[src/rtl/tcb_pkg.sv]
`timescale 1ns/1ps
package tcb_pkg;
  localparam int FRAME_W = 32;

  typedef enum logic [6:0] {
    A_IDENT   = 7'd0,
    A_DEPTH   = 7'd1,
    A_WIDTH   = 7'd2,
    A_STATUS  = 7'd3,
    A_RAMDATA = 7'd4,
    A_RDPTR   = 7'd5,
    A_WRPTR   = 7'd6,
    A_TRIGCNT = 7'd7,
    A_CTRL    = 7'd8
  } reg_addr_e;
endpackage

[src/rtl/tcb_input_stage.sv]
`timescale 1ns/1ps
module tcb_input_stage #(
  parameter int W = 32
) (
  input  logic         clk_i,
  input  logic         rst_ni,
  input  logic         valid_i,
  input  logic [W-1:0] data_i,
  output logic         pend_o,
  output logic [W-1:0] data_o
);
  always_ff @(posedge clk_i or negedge rst_ni) begin
    if (!rst_ni) begin
      pend_o <= 1'b0;
      data_o <= '0;
    end else begin
      pend_o <= valid_i;
      if (valid_i) data_o <= data_i;
    end
  end

  a_r8_pend_follows: assert property (@(posedge clk_i) disable iff (!rst_ni)
    valid_i |=> pend_o);
endmodule

[src/rtl/tcb_ram.sv]
`timescale 1ns/1ps
module tcb_ram #(
  parameter int DEPTH = 16,
  parameter int W     = 32,
  localparam int AW   = $clog2(DEPTH)
) (
  input  logic          clk_i,
  input  logic          we_i,
  input  logic [AW-1:0] waddr_i,
  input  logic [W-1:0]  wdata_i,
  input  logic [AW-1:0] raddr_i,
  output logic [W-1:0]  rdata_o
);
  logic [W-1:0] mem [DEPTH];

  always_ff @(posedge clk_i) begin
    if (we_i) mem[waddr_i] <= wdata_i;
  end

  assign rdata_o = mem[raddr_i];
endmodule

[src/rtl/tcb_acq_ctrl.sv]
`timescale 1ns/1ps
module tcb_acq_ctrl #(
  parameter int DEPTH = 16,
  localparam int AW   = $clog2(DEPTH)
) (
  input  logic          clk_i,
  input  logic          rst_ni,
  input  logic          pend_i,
  input  logic          trig_i,
  input  logic          ctl_wr_i,
  input  logic          wp_wr_i,
  input  logic          tc_wr_i,
  input  logic [31:0]   wdata_i,
  output logic          store_o,
  output logic [AW-1:0] wr_ptr_o,
  output logic          en_o,
  output logic          dmx_o,
  output logic          full_o,
  output logic          trig_seen_o,
  output logic          done_o,
  output logic [31:0]   tcount_o
);
  logic halt, ptr_last, cnt_zero;

  assign cnt_zero = (tcount_o == '0);
  assign halt     = done_o | (trig_seen_o & cnt_zero);
  assign store_o  = pend_i & en_o & ~halt;
  assign ptr_last = (wr_ptr_o == AW'(DEPTH - 1));

  always_ff @(posedge clk_i or negedge rst_ni) begin
    if (!rst_ni) begin
      en_o        <= 1'b0;
      dmx_o       <= 1'b0;
      full_o      <= 1'b0;
      trig_seen_o <= 1'b0;
      done_o      <= 1'b0;
    end else if (ctl_wr_i) begin
      en_o  <= wdata_i[0];
      dmx_o <= wdata_i[1];
      if (wdata_i[0]) begin
        full_o      <= 1'b0;
        trig_seen_o <= 1'b0;
        done_o      <= 1'b0;
      end
    end else begin
      if (en_o && trig_i) trig_seen_o <= 1'b1;
      if (en_o && trig_seen_o && cnt_zero) done_o <= 1'b1;
      if (store_o && ptr_last) full_o <= 1'b1;
    end
  end

  always_ff @(posedge clk_i or negedge rst_ni) begin
    if (!rst_ni) begin
      wr_ptr_o <= '0;
      tcount_o <= '0;
    end else begin
      if (wp_wr_i)      wr_ptr_o <= AW'(wdata_i % 32'(DEPTH));
      else if (store_o) wr_ptr_o <= ptr_last ? '0 : wr_ptr_o + 1'b1;
      if (tc_wr_i) tcount_o <= wdata_i;
      else if (store_o && trig_seen_o && !cnt_zero) tcount_o <= tcount_o - 1'b1;
    end
  end

  a_r6_no_store_done: assert property (@(posedge clk_i) disable iff (!rst_ni)
    done_o |-> !store_o);
  a_r6_done_needs_trig: assert property (@(posedge clk_i) disable iff (!rst_ni)
    $rose(done_o) |-> $past(trig_seen_o));
  a_r5_full_sticky: assert property (@(posedge clk_i) disable iff (!rst_ni)
    (full_o && !ctl_wr_i) |=> full_o);
  a_r4_ptr_range: assert property (@(posedge clk_i) disable iff (!rst_ni)
    32'(wr_ptr_o) < 32'(DEPTH));
  a_r9_hold_when_off: assert property (@(posedge clk_i) disable iff (!rst_ni)
    (!en_o && !wp_wr_i) |=> $stable(wr_ptr_o));
endmodule

[src/rtl/trace_capture_buf.sv]
`timescale 1ns/1ps
module trace_capture_buf
  import tcb_pkg::*;
#(
  parameter int          DEPTH    = 16,
  parameter logic [31:0] ID_VALUE = 32'h7CB0_0001,
  localparam int         AW       = $clog2(DEPTH)
) (
  input  logic        clk_i,
  input  logic        rst_ni,
  input  logic        frame_valid_i,
  input  logic [31:0] frame_data_i,
  input  logic        trig_i,
  input  logic        reg_en_i,
  input  logic        reg_we_i,
  input  logic [6:0]  reg_addr_i,
  input  logic [31:0] reg_wdata_i,
  output logic [31:0] reg_rdata_o
);
  logic               pend;
  logic [FRAME_W-1:0] pend_data, ram_rdata;
  logic               store, en, dmx, full, trig_seen, done;
  logic [AW-1:0]      wr_ptr, rd_ptr;
  logic [31:0]        tcount, rd_mux;
  logic               rd_req, wr_req, rd_last, ram_rd;

  assign rd_req  = reg_en_i & ~reg_we_i;
  assign wr_req  = reg_en_i & reg_we_i;
  assign ram_rd  = rd_req && (reg_addr_i == A_RAMDATA);
  assign rd_last = (rd_ptr == AW'(DEPTH - 1));

  tcb_input_stage #(.W(FRAME_W)) u_in (
    .clk_i, .rst_ni,
    .valid_i (frame_valid_i),
    .data_i  (frame_data_i),
    .pend_o  (pend),
    .data_o  (pend_data)
  );

  tcb_acq_ctrl #(.DEPTH(DEPTH)) u_ctl (
    .clk_i, .rst_ni,
    .pend_i      (pend),
    .trig_i      (trig_i),
    .ctl_wr_i    (wr_req && reg_addr_i == A_CTRL),
    .wp_wr_i     (wr_req && reg_addr_i == A_WRPTR),
    .tc_wr_i     (wr_req && reg_addr_i == A_TRIGCNT),
    .wdata_i     (reg_wdata_i),
    .store_o     (store),
    .wr_ptr_o    (wr_ptr),
    .en_o        (en),
    .dmx_o       (dmx),
    .full_o      (full),
    .trig_seen_o (trig_seen),
    .done_o      (done),
    .tcount_o    (tcount)
  );

  tcb_ram #(.DEPTH(DEPTH), .W(FRAME_W)) u_ram (
    .clk_i,
    .we_i    (store),
    .waddr_i (wr_ptr),
    .wdata_i (pend_data),
    .raddr_i (rd_ptr),
    .rdata_o (ram_rdata)
  );

  always_comb begin
    case (reg_addr_i)
      A_IDENT:   rd_mux = ID_VALUE;
      A_DEPTH:   rd_mux = 32'(DEPTH);
      A_WIDTH:   rd_mux = 32'(FRAME_W);
      A_STATUS:  rd_mux = {28'd0, ~pend, done, trig_seen, full};
      A_RAMDATA: rd_mux = ram_rdata;
      A_RDPTR:   rd_mux = 32'(rd_ptr);
      A_WRPTR:   rd_mux = 32'(wr_ptr);
      A_TRIGCNT: rd_mux = tcount;
      A_CTRL:    rd_mux = {30'd0, dmx, en};
      default:   rd_mux = '0;
    endcase
  end

  always_ff @(posedge clk_i or negedge rst_ni) begin
    if (!rst_ni) begin
      rd_ptr      <= '0;
      reg_rdata_o <= '0;
    end else begin
      if (wr_req && reg_addr_i == A_RDPTR) rd_ptr <= AW'(reg_wdata_i % 32'(DEPTH));
      else if (ram_rd)                     rd_ptr <= rd_last ? '0 : rd_ptr + 1'b1;
      if (rd_req) reg_rdata_o <= rd_mux;
    end
  end

  a_r7_rd_advance: assert property (@(posedge clk_i) disable iff (!rst_ni)
    ram_rd |=> (32'(rd_ptr) == (32'($past(rd_ptr)) + 1) % 32'(DEPTH)));
  a_r1_unmapped_zero: assert property (@(posedge clk_i) disable iff (!rst_ni)
    (rd_req && reg_addr_i > 7'd8) |=> (reg_rdata_o == '0));
  a_r1_hold_rdata: assert property (@(posedge clk_i) disable iff (!rst_ni)
    !rd_req |=> $stable(reg_rdata_o));
endmodule

[config.mk]
export PLATFORM = sky130hd
export DESIGN_NAME = trace_capture_buf
export DESIGN_NICKNAME = d
export VERILOG_FILES = /design/src/rtl/tcb_pkg.sv /design/src/rtl/tcb_input_stage.sv /design/src/rtl/tcb_ram.sv /design/src/rtl/tcb_acq_ctrl.sv /design/src/rtl/trace_capture_buf.sv
export SDC_FILE = /design/constraint.sdc
export NUM_CORES = 1
export LEC_CHECK = 0
export BUFFER_PORTS_ARGS = -buffer_cell sky130_fd_sc_hd__buf_4
export CORE_ASPECT_RATIO = 1.25
export CORE_UTILIZATION = 50
export DETAILED_ROUTE_END_ITERATION = 10
export PLACE_DENSITY_LB_ADDON = 0.12
export SYNTH_ARGS = -nofsm -noshare
export SYNTH_HDL_FRONTEND = slang
export SYNTH_HIERARCHICAL = 1
export SYNTH_SLANG_ARGS = --single-unit
[constraint.sdc]
create_clock -name clk_i -period 6.8 [get_ports clk_i]
set_clock_uncertainty 0.1 [all_clocks]
set_input_delay 0.68 -clock clk_i [delete_from_list [all_inputs] [get_ports clk_i]]
set_output_delay 0.68 -clock clk_i [all_outputs]
set_load 0.05 [all_outputs]
==> key figures <==
Die
  • Core area: 49500 um^2
  • FP Rows: 91
  • Die Area: 51300 um^2
  • IO Pins: 109
  • Initial Utilization: 50.8%
  • Die span in x: 203 um
  • Die Y: 253 um

Worst setup path
  • Crit path DAT: 4.15 ns
  • Slowest CP cell: nor2_4
  • Worst-path maximum fanout: 32
  • Worst path max stage delay: 0.95 ns
  • Critical Path End: u_ram/mem[2][24]
  • WS Path Type: reg2reg
  • Critical path origin: u_ctl/tcount_o[0]
  • R2R Path Start: u_ctl/tcount_o[0]
  • Reg-to-reg setup timing slack: 2.78 ns
  • Cells along the critical path: inv_1 -> ha_1 -> nor4b_1 -> and2_1 -> and4_1 -> a21oi_1 -> or3b_2 -> nor2_4
  • CP Launch Type: flip-flop
  • WP data required: 6.93 ns
  • Worst Reg-to-Reg Cells: 8
  • CP Capture Type: flip-flop
  • Worst r2r dst: u_ram/mem[2][24]

STA
  • Final max-slew violation count: 0
  • Count of final hold-check violations: 0
  • Fin crit period: 4.02 ns
  • Total negative slack: 0 ns
  • Final setup violating endpoints: 0
  • Normalized max-slew margin: 18.2%
  • Peak Freq: 249 MHz
  • Slew @ Worst Pin: 1.22 ns
  • RSZ-0062 raised after global routing: no
  • Period utilization: 59.1%

Place
  • Number of port buffers: 108
  • Placed cell areas: 26700 um^2
  • Placed Cells incl. Taps: 2084
  • Routability congestion estimate: 0.845
  • Hpwl dp: 34700 um

Power
  • Switch Pwr: 1.82 mW
  • Switching Fraction: 22.1%
  • Seq pwr share: 52.8%
  • Clock Power Share: 40.4%
  • PD cells: 288 nW/um^2
  • Leakage power: 9.62 nW
  • Maximum vdd drop: 0.000175 V
  • Power share of the combinational group: 6.8%
  • Internal power: 6.43 mW

Synth
  • Cell with the most instances after synthesis: edfxtp_1
  • Syn Nets: 1458
  • Post-Syn Area per Cell: 18.3 um^2
  • Synth area leaders: edfxtp_1, mux4_2, dfrtp_1
  • Post-synth EDFFs: 512
  • Cell area after synthesis: 25200 um^2
  • Number of cells produced by synthesis: 1378
  • Async S/R FF share, synth: 17.7%
  • Syn. warnings: 6
  • Yosys reg bits: 622
  • Top-area cell type share of the netlist area: 61.1%
  • Synth Flop Type: edfxtp_1
  • Synth top cells by count: edfxtp_1, mux4_2, dfrtp_1
  • Area leader, netlist: edfxtp_1
  • Register area share after synthesis: 72.0%
  • Unique masters post-synth: 66

Final layout
  • Post-Layout Cell Count: 2192
  • Net count, final: 1573
  • Design area: 28700 um^2
  • Layout cells sized above 1: 28.5%
  • ANT cells: 0
  • Area growth, synth to finish: 14.0%

GRT
  • Initial antenna violation count: 1
  • Grt total ovfl: 0
  • Pin count of the biggest net entering global routing: 60
  • Vias in the first global route: 13400
  • First-pass GRT wire length: 86000 um
  • GRT Overall Usage: 22.9%

Route
  • Initial DRT Pass Iterations: 5
  • Via count: 13500
  • Wire per inst: 26.3 um
  • Vias per Instance: 6.14
  • Post-DRT Antenna Nets: 0
  • DRT Wirelength: 57600 um
  • DRT iter0 DRCs: 880
  • DRC viols: 0

CTS
  • Root buffer cell: clkbuf_16
  • CTS resizes: 0
  • Clock sinks: 622
  • Clock Path Buffers: 3
  • Num CTS Buffers: 58
  • Postcts setup bufs: 0
  • Clk_lat worst skew: 0.63 ns
  • H-tree depth: 2
  • TritonCTS clock tree: built
  • Clk pin slew, worst setup/hold paths: 0.07 ns
  • Hold Buf Count CTS: 0

Status
  • Status: completed

Hold path
  • HP Class: in2async

Job
  • Max-cap violations: 0
[state kept, by name, indices dropped and copies added (netlist names), 4 cells and up]
register,count
u_ctl/tcount_o,32
u_in/data_o,32
reg_rdata_o,32
rd_ptr,4
u_ctl/wr_ptr_o,4
u_ram/mem,512
[layer usage]
metal	up-vias	part of all wire [%]	track usage, %	wire length [um]
li1	5904	-	-	-
met1	7069	41	30.5	23700
met2	411	51	38.8	29300
met3	80	5.4	3.11	3120
met4	0	2.6	7.95	1470
met5	-	0	0	0
[power groups by stage]
stage | sequential, mW | clock (mW) | combinational [mW]
5_1_grt | 4.37 | 3.53 | 0.602
6_report | 4.36 | 3.33 | 0.562
4_1_cts | 4.36 | 3.39 | 0.569
2_1_floorplan | 4.37 | 0 | 0.412
3_5_place_dp | 4.44 | 0 | 0.568
3_3_place_gp | 4.43 | 0 | 0.566
[area by class of cell]
type / count / area (um^2)
repair buffers: 137 / 1040
multi-input cells: 659 / 6680
inverters: 15 / 56.3
clock inverters: 37 / 408
well taps: 651 / 815
flip-flops and latches: 622 / 18100
clock buffers: 71 / 1560
fillers: 3714 / 20800
[critical path, delay by kind of cell (launching register included)]
| kind | cells | cell delay [ns] |
|---|---|---|
| AND/OR/NAND/NOR | 5 | 2.28 |
| AO/OA/AOI/OAI | 1 | 0.47 |
| flip-flops | 1 | 0.41 |
| adder cells (fa/ha/maj) | 1 | 0.24 |
| buffers and inverters | 1 | 0.08 |
[logic make-up (layout without fill, tap and decap cells)]
family | after synthesis | after routing | share of synthesized area [%]
flops | 622 | 622 | 72.0
simple gates | 250 | 250 | 5.38
compound gates | 239 | 239 | 6.77
mux | 167 | 167 | 13.7
buf+inv | 97 | 260 | 2.00
fa+ha+maj | 3 | 3 | 0.149
[cell usage in the layout (no fill, tap or decap), drive strengths merged, types with 28 or more instances in the layout]
master,n
nand2,61
buf,137
dfrtp,110
a22o,39
a22oi,65
mux4,130
mux2,35
nor2,54
a31oi,28
o21ai,41
clkbuf,71
edfxtp,512
[through the flow]
step	total power, mW	setup WS, ns	util, %	hold WS (ns)
2_1_floorplan	4.78	1.91	-	0.284
3_3_place_gp	5.00	2.84	54.0	0.367
3_5_place_dp	5.01	2.76	54.0	0.377
4_1_cts	8.32	2.87	57.9	0.0556
5_1_grt	8.51	2.68	57.9	0.0896
6_report	8.25	2.78	57.9	0.0497
[worst min path at each step]
| stage | end | slack [ns] | from | cells after the start |
|---|---|---|---|---|
| floorplan | rd_ptr[0] | 0.28 | rst_ni | 0 |
| global placement | reg_rdata_o[23] | 0.37 | reg_rdata_o[23] | 2 |
| detailed placement | reg_rdata_o[28] | 0.38 | reg_rdata_o[28] | 2 |
| CTS | reg_rdata_o[0] | 0.06 | rst_ni | 1 |
| global route | rd_ptr[3] | 0.09 | rst_ni | 1 |
| finish | reg_rdata_o[5] | 0.05 | rst_ni | 1 |
Note: power is estimated with default switching activity, not from simulation.
